`config.mk`:
```
export PLATFORM = sky130hd
export DESIGN_NAME = orx_top
export DESIGN_NICKNAME = d
export VERILOG_FILES = /design/src/rtl/orx_pkg.sv /design/src/rtl/orx_ctrl.sv /design/src/rtl/orx_dpath.sv /design/src/rtl/orx_top.sv
export SDC_FILE = /design/constraint.sdc
export NUM_CORES = 1
export LEC_CHECK = 0
export BUFFER_PORTS_ARGS = -buffer_cell sky130_fd_sc_hd__clkbuf_2
export CORE_AREA = 2 2 197 199
export DETAILED_ROUTE_END_ITERATION = 8
export DIE_AREA = 0 0 199 201
export GPL_TIMING_DRIVEN = 0
export HOLD_SLACK_MARGIN = 0.15
export PLACE_DENSITY_LB_ADDON = 0.2
export SYNTH_ARGS = -nofsm -noshare
export SYNTH_HDL_FRONTEND = slang
export SYNTH_SLANG_ARGS = --single-unit
```
`constraint.sdc`:
```
create_clock -name clk -period 3.5 [get_ports clk]
set_clock_uncertainty 0.15 [all_clocks]
set_input_delay 0 -clock clk [delete_from_list [all_inputs] [get_ports clk]]
set_output_delay 0 -clock clk [all_outputs]
set_load 0.02 [all_outputs]
```
`src/rtl/orx_pkg.sv`:
```
package orx_pkg;
  localparam int unsigned XLEN = 32;
  localparam int unsigned NREG = 8;
  localparam int unsigned RIDX_W = $clog2(NREG);
  localparam int unsigned IMM_BYTES = XLEN / 8;
  localparam int unsigned IMM_IDX_W = $clog2(IMM_BYTES);
  localparam int unsigned CNT_W = $clog2(IMM_BYTES + 1);

  localparam logic [7:0] OP_RM_B  = 8'h08;
  localparam logic [7:0] OP_RM_V  = 8'h09;
  localparam logic [7:0] OP_REG_B = 8'h0A;
  localparam logic [7:0] OP_REG_V = 8'h0B;
  localparam logic [7:0] OP_ACC_B = 8'h0C;
  localparam logic [7:0] OP_ACC_V = 8'h0D;
  localparam logic [7:0] OP_GRP_B = 8'h80;
  localparam logic [7:0] OP_GRP_V = 8'h81;
  localparam logic [7:0] OP_GRP_S = 8'h83;
  localparam logic [2:0] GRP_OR_EXT = 3'd1;

  localparam int unsigned FL_CF = 0;
  localparam int unsigned FL_PF = 1;
  localparam int unsigned FL_AF = 2;
  localparam int unsigned FL_ZF = 3;
  localparam int unsigned FL_SF = 4;
  localparam int unsigned FL_OF = 5;
  localparam int unsigned FL_W  = 6;

  typedef enum logic [2:0] {
    ST_OPC, ST_MODRM, ST_IMM, ST_EX1, ST_EX2
  } orx_state_e;

  typedef enum logic [1:0] {
    SZ_B, SZ_W, SZ_D
  } orx_size_e;

  typedef enum logic [2:0] {
    K_ACC, K_GRP, K_GRPS, K_TO_RM, K_TO_REG
  } orx_kind_e;

  typedef struct packed {
    logic immClr;
    logic immLoad;
    logic capture;
    logic commit;
  } orx_strobe_t;

  typedef struct packed {
    orx_size_e              size;
    logic                   srcImm;
    logic                   immSext;
    logic [RIDX_W-1:0]      dstSel;
    logic [RIDX_W-1:0]      srcSel;
    logic [IMM_IDX_W-1:0]   immPos;
  } orx_opd_t;
endpackage

```
`src/rtl/orx_ctrl.sv`:
```
module orx_ctrl
  import orx_pkg::*;
(
  input  logic        clk,
  input  logic        rstN,
  input  logic        mode32,
  input  logic        inValid,
  input  logic [7:0]  inByte,
  output logic        inReady,
  output logic        done,
  output logic        unsupported,
  output orx_strobe_t strb,
  output orx_opd_t    opd
);
  orx_state_e        state;
  orx_kind_e         kindQ;
  orx_size_e         sizeQ;
  logic              srcImmQ;
  logic              sextQ;
  logic [RIDX_W-1:0] dstQ;
  logic [RIDX_W-1:0] srcQ;
  logic [CNT_W-1:0]  immLenQ;
  logic [CNT_W-1:0]  immCntQ;
  logic              doneQ;
  logic              unsQ;

  logic              accept;
  logic              opValid;
  orx_kind_e         opKind;
  logic              opByte;
  orx_size_e         opSize;
  logic [1:0]        selMod;
  logic [2:0]        selReg;
  logic [RIDX_W-1:0] selRm;
  logic              selBad;

  function automatic logic [CNT_W-1:0] lenOf(orx_size_e s);
    case (s)
      SZ_D:    return CNT_W'(IMM_BYTES);
      SZ_W:    return CNT_W'(IMM_BYTES / 2);
      default: return CNT_W'(1);
    endcase
  endfunction

  assign inReady = (state == ST_OPC) || (state == ST_MODRM) || (state == ST_IMM);
  assign accept  = inValid && inReady;

  always_comb begin
    opValid = 1'b1;
    opKind  = K_ACC;
    opByte  = 1'b0;
    case (inByte)
      OP_ACC_B: begin opKind = K_ACC;    opByte = 1'b1; end
      OP_ACC_V: begin opKind = K_ACC;                   end
      OP_GRP_B: begin opKind = K_GRP;    opByte = 1'b1; end
      OP_GRP_V: begin opKind = K_GRP;                   end
      OP_GRP_S: begin opKind = K_GRPS;                  end
      OP_RM_B:  begin opKind = K_TO_RM;  opByte = 1'b1; end
      OP_RM_V:  begin opKind = K_TO_RM;                 end
      OP_REG_B: begin opKind = K_TO_REG; opByte = 1'b1; end
      OP_REG_V: begin opKind = K_TO_REG;                end
      default:  opValid = 1'b0;
    endcase
    if (opByte)      opSize = SZ_B;
    else if (mode32) opSize = SZ_D;
    else             opSize = SZ_W;
  end

  assign selMod = inByte[7:6];
  assign selReg = inByte[5:3];
  assign selRm  = inByte[2:0];
  assign selBad = (selMod != 2'b11) ||
                  (((kindQ == K_GRP) || (kindQ == K_GRPS)) && (selReg != GRP_OR_EXT));

  always_ff @(posedge clk or negedge rstN) begin
    if (!rstN) begin
      state   <= ST_OPC;
      kindQ   <= K_ACC;
      sizeQ   <= SZ_B;
      srcImmQ <= 1'b0;
      sextQ   <= 1'b0;
      dstQ    <= '0;
      srcQ    <= '0;
      immLenQ <= '0;
      immCntQ <= '0;
      doneQ   <= 1'b0;
      unsQ    <= 1'b0;
    end else begin
      doneQ <= (state == ST_EX2);
      unsQ  <= 1'b0;
      case (state)
        ST_OPC: begin
          if (accept) begin
            if (!opValid) begin
              unsQ <= 1'b1;
            end else begin
              kindQ   <= opKind;
              sizeQ   <= opSize;
              immCntQ <= '0;
              if (opKind == K_ACC) begin
                dstQ    <= '0;
                srcImmQ <= 1'b1;
                sextQ   <= 1'b0;
                immLenQ <= lenOf(opSize);
                state   <= ST_IMM;
              end else begin
                state <= ST_MODRM;
              end
            end
          end
        end
        ST_MODRM: begin
          if (accept) begin
            if (selBad) begin
              unsQ  <= 1'b1;
              state <= ST_OPC;
            end else begin
              case (kindQ)
                K_GRP: begin
                  dstQ <= selRm; srcImmQ <= 1'b1; sextQ <= 1'b0;
                  immLenQ <= lenOf(sizeQ); state <= ST_IMM;
                end
                K_GRPS: begin
                  dstQ <= selRm; srcImmQ <= 1'b1; sextQ <= 1'b1;
                  immLenQ <= CNT_W'(1); state <= ST_IMM;
                end
                K_TO_RM: begin
                  dstQ <= selRm; srcQ <= selReg; srcImmQ <= 1'b0;
                  state <= ST_EX1;
                end
                default: begin
                  dstQ <= selReg; srcQ <= selRm; srcImmQ <= 1'b0;
                  state <= ST_EX1;
                end
              endcase
            end
          end
        end
        ST_IMM: begin
          if (accept) begin
            immCntQ <= immCntQ + CNT_W'(1);
            if (immCntQ + CNT_W'(1) == immLenQ) state <= ST_EX1;
          end
        end
        ST_EX1:  state <= ST_EX2;
        ST_EX2:  state <= ST_OPC;
        default: state <= ST_OPC;
      endcase
    end
  end

  always_comb begin
    strb.immClr  = (state == ST_OPC) && accept;
    strb.immLoad = (state == ST_IMM) && accept;
    strb.capture = (state == ST_EX1);
    strb.commit  = (state == ST_EX2);
    opd.size     = sizeQ;
    opd.srcImm   = srcImmQ;
    opd.immSext  = sextQ;
    opd.dstSel   = dstQ;
    opd.srcSel   = srcQ;
    opd.immPos   = immCntQ[IMM_IDX_W-1:0];
  end

  assign done        = doneQ;
  assign unsupported = unsQ;
endmodule

```
`src/rtl/orx_dpath.sv`:
```
module orx_dpath
  import orx_pkg::*;
(
  input  logic              clk,
  input  logic              rstN,
  input  orx_strobe_t       strb,
  input  orx_opd_t          opd,
  input  logic [7:0]        inByte,
  input  logic [RIDX_W-1:0] rdIdx,
  output logic [XLEN-1:0]   rdData,
  output logic [FL_W-1:0]   flags
);
  logic [XLEN-1:0] immQ;
  logic [XLEN-1:0] regView [NREG];
  logic [XLEN-1:0] srcVal;
  logic [XLEN-1:0] dstVal;
  logic [XLEN-1:0] resRaw;
  logic [XLEN-1:0] resMasked;
  logic [XLEN-1:0] widthMask;
  logic [FL_W-1:0] flagsNext;
  logic [XLEN-1:0] resQ;
  logic [FL_W-1:0] flagsNextQ;
  logic [FL_W-1:0] flagsQ;

  always_ff @(posedge clk or negedge rstN) begin
    if (!rstN) begin
      immQ <= '0;
    end else if (strb.immClr) begin
      immQ <= '0;
    end else if (strb.immLoad) begin
      immQ[opd.immPos*8 +: 8] <= inByte;
    end
  end

  function automatic logic [XLEN-1:0] readOpd(logic [RIDX_W-1:0] sel, orx_size_e sz);
    logic [RIDX_W-1:0] lowIdx;
    logic [XLEN-1:0]   word;
    lowIdx = {{(RIDX_W-2){1'b0}}, sel[1:0]};
    word   = regView[lowIdx];
    if (sz == SZ_B) begin
      if (sel[2]) return {{(XLEN-8){1'b0}}, word[15:8]};
      else        return {{(XLEN-8){1'b0}}, word[7:0]};
    end
    return regView[sel];
  endfunction

  always_comb begin
    case (opd.size)
      SZ_B:    widthMask = {{(XLEN-8){1'b0}}, 8'hFF};
      SZ_W:    widthMask = {{(XLEN-16){1'b0}}, 16'hFFFF};
      default: widthMask = '1;
    endcase
    if (opd.srcImm) begin
      if (opd.immSext) srcVal = {{(XLEN-8){immQ[7]}}, immQ[7:0]};
      else             srcVal = immQ;
    end else begin
      srcVal = readOpd(opd.srcSel, opd.size);
    end
    dstVal    = readOpd(opd.dstSel, opd.size);
    resRaw    = srcVal | dstVal;
    resMasked = resRaw & widthMask;
  end

  always_comb begin
    flagsNext        = '0;
    flagsNext[FL_ZF] = (resMasked == '0);
    flagsNext[FL_PF] = ~^resMasked[7:0];
    case (opd.size)
      SZ_B:    flagsNext[FL_SF] = resMasked[7];
      SZ_W:    flagsNext[FL_SF] = resMasked[15];
      default: flagsNext[FL_SF] = resMasked[XLEN-1];
    endcase
  end

  always_ff @(posedge clk or negedge rstN) begin
    if (!rstN) begin
      resQ       <= '0;
      flagsNextQ <= '0;
      flagsQ     <= '0;
    end else begin
      if (strb.capture) begin
        resQ       <= resMasked;
        flagsNextQ <= flagsNext;
      end
      if (strb.commit) flagsQ <= flagsNextQ;
    end
  end

  for (genvar gi = 0; gi < NREG; gi++) begin : g_reg
    localparam logic [RIDX_W-1:0] IDX = RIDX_W'(gi);
    logic [XLEN-1:0] regQ;
    logic [XLEN-1:0] regNext;
    logic            byteHit;

    assign byteHit = (opd.dstSel[1:0] == IDX[1:0]) && (IDX[RIDX_W-1:2] == '0);

    always_comb begin
      regNext = regQ;
      case (opd.size)
        SZ_B: if (byteHit) begin
          if (opd.dstSel[2]) regNext[15:8] = resQ[7:0];
          else               regNext[7:0]  = resQ[7:0];
        end
        SZ_W: if (opd.dstSel == IDX) regNext[15:0] = resQ[15:0];
        default: if (opd.dstSel == IDX) regNext = resQ;
      endcase
    end

    always_ff @(posedge clk or negedge rstN) begin
      if (!rstN)            regQ <= '0;
      else if (strb.commit) regQ <= regNext;
    end

    assign regView[gi] = regQ;
  end

  assign rdData = regView[rdIdx];
  assign flags  = flagsQ;
endmodule

```
`src/rtl/orx_top.sv`:
```
module orx_top
  import orx_pkg::*;
(
  input  logic              clk,
  input  logic              rstN,
  input  logic              mode32,
  input  logic              inValid,
  input  logic [7:0]        inByte,
  output logic              inReady,
  output logic              done,
  output logic              unsupported,
  input  logic [RIDX_W-1:0] rdIdx,
  output logic [XLEN-1:0]   rdData,
  output logic [FL_W-1:0]   flags
);
  orx_strobe_t strb;
  orx_opd_t    opd;

  orx_ctrl u_ctrl (
    .clk         (clk),
    .rstN        (rstN),
    .mode32      (mode32),
    .inValid     (inValid),
    .inByte      (inByte),
    .inReady     (inReady),
    .done        (done),
    .unsupported (unsupported),
    .strb        (strb),
    .opd         (opd)
  );

  orx_dpath u_dpath (
    .clk    (clk),
    .rstN   (rstN),
    .strb   (strb),
    .opd    (opd),
    .inByte (inByte),
    .rdIdx  (rdIdx),
    .rdData (rdData),
    .flags  (flags)
  );
endmodule

```
======== Word-level counts from Yosys, hierarchy flattened ========
Index checks and enable logic that the tools add are counted.
Widths: inputs -> output; s select.
storage, ports and cells
  logic and storage cells ................. 276
  input bits .............................. 15
  output and inout bits ................... 41
  register bits ........................... 350
cells by class
  muxes and demuxes ....................... 114
  reduce and logical (&&, ||, !) cells .... 56
  eq/ne operators ......................... 51
  shift-type cells ........................ 2
  order comparisons ....................... 5
  bitwise operators ....................... 11
  add/subtract/negate cells ............... 2
operators with widths
  kind                     count
  $bmux 32 s3              5
  $mux 32                  14
  $mux 16                  24
  $pmux 16 s2              8
  $pmux 32 s2              1
  $mux 3                   20
  $eq 8x4->1 const B       6
  $reduce_and 5->1         9
  $pmux 3 s2               7
  $reduce_and 3->1         13
  $neg 5->34               1
  $shift 8x34->32 const A  1
  $shiftx 8x34->32         1
  $and 32x32->32           1
  $bwmux 32                1
  $logic_not 32->1         1
  $mux 8                   4
  $or 32x32->32            1
  $eq 8x8->1 const B       3
  $ne 2x1->1 const B       12
  $pmux 3 s4               2
  $ge 4x4->1 const B       5
  $mux 1                   20
  $eq 3x2->1 const B       6
  27 further kinds         75

======== Logic depth before layout (Yosys ltp) ========
  depth in word-level cells ............... 11
  gate-level depth with buffers ........... 14
  depth with buffers taken out ............ 11

======== By module ========
A second synthesis with hierarchy kept.
unflattened totals
  cells, all modules ...................... 1577
  area total of the unflattened synthesis .. 20544.7 um^2
by module, submodules not included
  module     area an instance (um^2)  seq. area each (um^2)  instances  cells an instance
  orx_dpath  19057.0                  8157.8                 1          1422
  orx_ctrl   1487.7                   600.6                  1          155

======== Worst setup path before layout ========
No wires, ideal clock.
  path type ............................... reg-to-reg
  start ................................... register u_ctrl.dstQ[0]
  end ..................................... register u_dpath.flagsNextQ[3]
  clock period less this slack ............ 2845 ps
  arrival ................................. 2628 ps
  data required time ...................... 3282 ps
  cell stages (with the launch flop) ...... 13
  setup time .............................. 68 ps
  buffers on the path ..................... 2
  setup slack ............................. 655 ps
  path through ............................ dfrtp_1 buf_6 buf_6 mux4_2 mux2_2 mux2_2 a211oi_2 ha_1 nand4_1 nor2_1 nand3_1 nor4_1 a32o_1
on the way
  word-level cells in the longest chain between the ends .. 10
  elaborated cells between the ends (all ways) .. 14
  those cells by class .................... 9 x mux; 4 x bitwise; 1 x reduce/logical
RTL lines
  what                                        line             source
  start, declared                             orx_ctrl.sv:20   logic [RIDX_W-1:0] dstQ;
  start signal, assigned                      orx_ctrl.sv:82   dstQ <= '0;
  start signal, assigned                      orx_ctrl.sv:101  dstQ <= '0;
  start signal, assigned                      orx_ctrl.sv:120  dstQ <= selRm; srcImmQ <= 1'b1; sextQ <= 1'b0;
  $not 2->4 (implied by the code)             orx_dpath.sv:39  word = regView[lowIdx];
  $bmux 32 s3                                 orx_dpath.sv:39
  $mux 16 (implied by the code) (2 in a row)  orx_dpath.sv:39
  $mux 8                                      orx_dpath.sv:41  if (sel[2]) return {{(XLEN-8){1'b0}}, word[15:8]};
  $mux 32                                     orx_dpath.sv:40  if (sz == SZ_B) begin
  $mux 32 *                                   orx_dpath.sv:44  return regView[sel];
  $or 32x32->32 *                             orx_dpath.sv:60  resRaw = srcVal | dstVal;
  $and 32x32->32 *                            orx_dpath.sv:61  resMasked = resRaw & widthMask;
  $logic_not 32->1 *                          orx_dpath.sv:66  flagsNext[FL_ZF] = (resMasked == '0);
  end signal, assigned                        orx_dpath.sv:83  flagsNextQ <= flagsNext;
  end, declared                               orx_dpath.sv:22  logic [FL_W-1:0] flagsNextQ;
Mark *: on every way between the ends. The rest lies on a longest branch, timed or not. The select of a mux whose other input is x is not followed.
A chain may end at the register's enable or synchronous reset.

======== Worst setup path in the final report ========
  start ................................... register u_ctrl.srcQ[0]
  end ..................................... register u_dpath.flagsNextQ[3]
on the way
  word-level cells in the longest chain between the ends .. 11
  elaborated cells between the ends (all ways) .. 15
  those cells by class .................... 10 x mux; 4 x bitwise; 1 x reduce/logical
RTL lines
  what                                        line             source
  start, declared                             orx_ctrl.sv:21   logic [RIDX_W-1:0] srcQ;
  start signal, assigned                      orx_ctrl.sv:83   srcQ <= '0;
  start signal, assigned                      orx_ctrl.sv:128  dstQ <= selRm; srcQ <= selReg; srcImmQ <= 1'b0;
  start signal, assigned                      orx_ctrl.sv:132  dstQ <= selReg; srcQ <= selRm; srcImmQ <= 1'b0;
  $not 2->4 (implied by the code)             orx_dpath.sv:39
  $bmux 32 s3                                 orx_dpath.sv:39
  $mux 16 (implied by the code) (2 in a row)  orx_dpath.sv:39
  $mux 8                                      orx_dpath.sv:41
  $mux 32                                     orx_dpath.sv:40
  $mux 32 *                                   orx_dpath.sv:44
  $mux 32 *                                   orx_dpath.sv:53  if (opd.srcImm) begin
  $or 32x32->32 *                             orx_dpath.sv:60
  $and 32x32->32 *                            orx_dpath.sv:61
  $logic_not 32->1 *                          orx_dpath.sv:66
Marks and branches as above.

==> impl_metrics.yaml <==
status:
  status: "finished, final reports clean"
sta:
  worst_slew_pin_tran_ps: 1310
  final_setup_vio_count: 0
  finalHoldViolations: 0
  rsz0062_at_grt: "true"
  max_freq_mhz: 287
  worst_slew_margin_rel_pct: 12.9
  min_period_over_period_pct: 99.7
  fin_crit_ps: 3490
  finalMaxSlewViolations: 0
  worst_hold_slack_ps: 160
power_and_ir_drop:
  relative_contribution_of_sequential_cells_to_total_power_pct: 30.9
  share_comb_of_total_power_pct: 42.1
  switching_power_mw: 6.18
  vdd.ir_drop.worst_v: 0.000441
  p_per_area_nw_per_um2: 676
  intPower_mw: 9.78
  static-leakage-power_nw: 10.5
  share_clk_of_total_power_pct: 27.0
  power.share.switching_pct: 38.7
  total_power_mw: 16.0
grt:
  global_route.usage.met2_pct: 54.0
  grt_max_degree: 101
  grt.total_usage_pct: 35.7
  met1_usage_pct: 49.2
  grt.busiest_layer: "met2"
  global_route.overflow_total: 0
  grt.met3_usage_pct: 7.43
  global_route_wire_length_before_repair_um: 103000
  vias_in_the_first_global_route: 15100
  antenna_found_initial: 0
clocking:
  clock_edge_transition_at_the_registers_on_the_reported_setup_and_hold_paths_ps: 60
  worst_skew_pair.late_latency_ps: 570
  tritoncts_clock_tree: "built"
  max-clock-path-buffers: 3
  numClockSinks: 350
  clock_tree.root_cell: "sky130_fd_sc_hd__clkbuf_16"
  count_of_h_tree_levels_built_during_cts: 2
  numCtsBuffers: 40
cells_and_area:
  drive_above_1_share_pct: 40.3
  finish.net_count: 1693
  area_growth_pct: 15.1
  diodes_inserted: 0
route:
  vias_per_cell: 6.92
  dr.pass1.iters: 6
  route.detailed.drc: 0
  detail-route-antenna-nets: 0
  detail_route.wirelength_um: 69600
  iteration_0_drc_count_of_the_detailed_router: 1817
  dr_total_vias: 15300
  post_drt_wl_per_cell_um: 31.5
worst_setup_path:
  regToRegSetupSlack_ps: 10
  endpoint_kind: "flip-flop"
  worst_r2r_path_depth: 12
  cp_max_fo: 10
  path_buf_inv: 2
  regToRegEndpoint: "u_dpath.flagsNextQ[3]"
  cp_top_family: "simple AND/OR/NAND/NOR gates"
  crit_chain: "buf_12, buf_12, mux4_2, mux2i_1, a211oi_1, a211oi_4, ha_2, nand4_1, nor2_2, nand3_2, nor4_4, a32o_1"
  timing.critical_path.mode_cell: "sky130_fd_sc_hd__buf_12"
  worst-endpoint-required_ps: 3860
  critical_path_class: "flip-flop to flip-flop"
  worst_path_largest_cell_delay_ps: 570
  critical_path.startpoint: "u_ctrl.srcQ[0]"
  critical_path.slowest_cell: "sky130_fd_sc_hd__mux4_2"
  startpoint_type: "flip-flop"
  data_arrival_time_of_the_critical_path_ps: 3850
  r2r_start: "u_ctrl.srcQ[0]"
synthesis:
  ys_dominant_reg_cell: "sky130_fd_sc_hd__dfrtp_1"
  synthesis.yosys.warnings: 0
  yosysUniqueCellTypes: 70
  synthTopCellsByArea: "sky130_fd_sc_hd__dfrtp_1, sky130_fd_sc_hd__mux4_2, sky130_fd_sc_hd__mux2_2, sky130_fd_sc_hd__mux2i_1, sky130_fd_sc_hd__o21ai_0"
  synth-seq-cells: 350
  synth_enable_flop_cells: 0
  sequential_cell_area_fraction_in_the_yosys_report_pct: 42.6
  post_synth_instance_area_um2: 20500
  async_flop_share_pct: 100
  yosysTopAreaCell: "sky130_fd_sc_hd__dfrtp_1"
  postSynthCellCount: 1538
  syn_avg_cell_area_um2: 13.4
  yosysTopAreaCellShare_pct: 42.6
min_path:
  hold-path-cell-count: 4
  worst_hold_path_type: "primary input to flip-flop"
  min_to: "u_ctrl.immLenQ[2]"
  worstHoldStart: "mode32"
floorplan:
  initial_utilization_pct: 53.9
  die_area_um2: 40000
  rows: 72
  core_region_area_um2: 38100
  vertical_die_dimension_um: 201
  io_pins: 56
  die_x_um: 199
run:
  max_capacitance_violation_total: 0
placed_design:
  i_o_buffers: 44
  place.gp.congestion: 0.978
  post-dp-hpwl_um: 47100
-- area by class of cell --
| cell class | count | area [µm²] |
|---|---|---|
| fill | 2928 | 14500 |
| timing repair buffer | 86 | 679 |
| clock inverter | 9 | 135 |
| sequential | 350 | 8760 |
| inverter | 16 | 61.3 |
| multi-input combinational | 1045 | 11200 |
| clock buffer | 59 | 1180 |
| tap | 518 | 648 |
| buffer | 126 | 933 |
-- worst reg2reg max path, stage by stage, from the launching register on --
cell and delay [ps]:
sky130_fd_sc_hd__dfrtp_2 440, sky130_fd_sc_hd__buf_12 150, sky130_fd_sc_hd__buf_12 170, sky130_fd_sc_hd__mux4_2 580
sky130_fd_sc_hd__mux2i_1 240, sky130_fd_sc_hd__a211oi_1 160, sky130_fd_sc_hd__a211oi_4 260, sky130_fd_sc_hd__ha_2 220
sky130_fd_sc_hd__nand4_1 190, sky130_fd_sc_hd__nor2_2 220, sky130_fd_sc_hd__nand3_2 150, sky130_fd_sc_hd__nor4_4 320
sky130_fd_sc_hd__a32o_1 190
-- registers in the layout, summed over array words and instances, names as in the netlist, 2 cells and up --
name	count
u_dpath.g.regQ	256
u_ctrl.dstQ	3
u_ctrl.sizeQ	2
u_ctrl.kindQ	3
u_ctrl.immCntQ	3
u_dpath.flags	3
u_dpath.immQ	32
u_dpath.resQ	32
u_ctrl.state	3
u_dpath.flagsNextQ	3
u_ctrl.immLenQ	3
u_ctrl.srcQ	3
-- power groups by stage --
stage	sequential, mW	clock, mW	combinational, mW
2_1_floorplan	4.82	0	3.85
3_3_place_gp	4.94	0	5.74
3_5_place_dp	4.96	0	5.79
4_1_cts	4.89	4.34	6.04
5_1_grt	4.98	4.51	7.00
6_report	4.93	4.31	6.73
-- synthesized netlist by cell type (4+ instances only) --
library cell	number
sky130_fd_sc_hd__dfrtp_1	350
sky130_fd_sc_hd__mux2_2	265
sky130_fd_sc_hd__mux4_2	176
sky130_fd_sc_hd__nand2_1	112
sky130_fd_sc_hd__o21ai_0	86
sky130_fd_sc_hd__mux2i_1	74
sky130_fd_sc_hd__clkbuf_1	49
sky130_fd_sc_hd__nor2_1	49
sky130_fd_sc_hd__buf_2	48
sky130_fd_sc_hd__a22o_1	40
sky130_fd_sc_hd__a21oi_1	27
sky130_fd_sc_hd__nor2b_1	24
sky130_fd_sc_hd__a211oi_1	18
sky130_fd_sc_hd__inv_1	14
sky130_fd_sc_hd__ha_1	13
sky130_fd_sc_hd__buf_4	12
sky130_fd_sc_hd__mux2_1	11
sky130_fd_sc_hd__buf_1	10
sky130_fd_sc_hd__buf_6	10
sky130_fd_sc_hd__nand2b_1	10
sky130_fd_sc_hd__nand3_1	9
sky130_fd_sc_hd__mux4_1	8
sky130_fd_sc_hd__o21ai_1	8
sky130_fd_sc_hd__nand4_1	7
sky130_fd_sc_hd__o211ai_1	7
sky130_fd_sc_hd__a21o_1	6
sky130_fd_sc_hd__o22ai_1	6
sky130_fd_sc_hd__o31ai_1	6
sky130_fd_sc_hd__xnor2_1	6
sky130_fd_sc_hd__a31oi_1	5
sky130_fd_sc_hd__nor2_2	5
sky130_fd_sc_hd__a221oi_1	4
sky130_fd_sc_hd__nor3_1	4
sky130_fd_sc_hd__o22a_1	4
sky130_fd_sc_hd__or3_1	4
-- cells by family (layout without fill, tap and decap cells) --
| logic type | after synthesis | in the layout | share of synthesized area [%] |
|---|---|---|---|
| other cells | 1 | 3 | 0.0183 |
| flops | 350 | 350 | 42.6 |
| compound gates | 246 | 246 | 8.00 |
| simple gates | 242 | 242 | 5.64 |
| fa+ha+maj | 13 | 13 | 0.792 |
| buf+inv | 145 | 296 | 3.53 |
| xor+xnor | 7 | 7 | 0.299 |
| mux | 534 | 534 | 39.1 |
-- per-stage QoR --
stage / TNS (ps) / utilization [%] / setup slack (ps) / std cells / area [µm²]
6_report: 0 / 62.0 / 11.1 / 2209 / 23600
5_1_grt: -57.2 / 62.0 / -57.2 / 2209 / 23600
4_1_cts: 0 / 60.8 / 0.818 / 2191 / 23200
3_5_place_dp: -1000 / 56.4 / -668 / 2105 / 21500
3_3_place_gp: -1903390 / 56.2 / -5460 / 2102 / 21400
2_1_floorplan: 0 / - / 655 / 1540 / 20500
-- routing by layer --
layer | vias up | part of all wire, % | wire length (µm)
li1 | 6187 | - | -
met4 | 0 | 5.6 | 3870
met1 | 7939 | 38 | 26800
met3 | 216 | 10 | 7030
met2 | 948 | 46 | 31900
met5 | - | 0 | 0
-- cells in the final DEF (no fill, tap or decap), types with 9 or more instances in the layout --
master / instances
sky130_fd_sc_hd__dfrtp_1: 349
sky130_fd_sc_hd__mux2_2: 259
sky130_fd_sc_hd__mux4_2: 176
sky130_fd_sc_hd__nand2_1: 112
sky130_fd_sc_hd__o21ai_0: 86
sky130_fd_sc_hd__mux2i_1: 67
sky130_fd_sc_hd__clkbuf_1: 54
sky130_fd_sc_hd__nor2_1: 48
sky130_fd_sc_hd__clkbuf_2: 43
sky130_fd_sc_hd__clkbuf_16: 42
sky130_fd_sc_hd__a22o_1: 40
sky130_fd_sc_hd__buf_2: 29
sky130_fd_sc_hd__buf_4: 28
sky130_fd_sc_hd__a21oi_1: 27
sky130_fd_sc_hd__nor2b_1: 24
sky130_fd_sc_hd__dlygate4sd3_1: 17
sky130_fd_sc_hd__inv_1: 14
sky130_fd_sc_hd__buf_12: 13
sky130_fd_sc_hd__a211oi_1: 13
sky130_fd_sc_hd__buf_6: 11
sky130_fd_sc_hd__mux2_1: 11
sky130_fd_sc_hd__buf_1: 10
sky130_fd_sc_hd__nand2b_1: 10
sky130_fd_sc_hd__ha_1: 10
sky130_fd_sc_hd__clkbuf_8: 9
-- worst max path at each step --
stage,slack (ps),end,cells after the start
finish,10,u_dpath.flagsNextQ[3],12
detailed placement,-670,u_dpath.flagsNextQ[3],14
global route,-60,u_dpath.flagsNextQ[3],12
CTS,0.8,u_dpath.flagsNextQ[3],12
floorplan,650,u_dpath.flagsNextQ[3],12
global placement,-5460,u_dpath.g_reg[5].regQ[22],1
-- timing repair --
item / CTS / global route
buffers inserted: 1 / 20
pin swaps: 1 / 11
hold buffers: 18 / 0
hold endpoints to repair: 212 / 0
resized for setup: 45 / 80
endpoints found under the setup margin: 2 / 2
No activity file was read; power rests on OpenSTA's default activity.
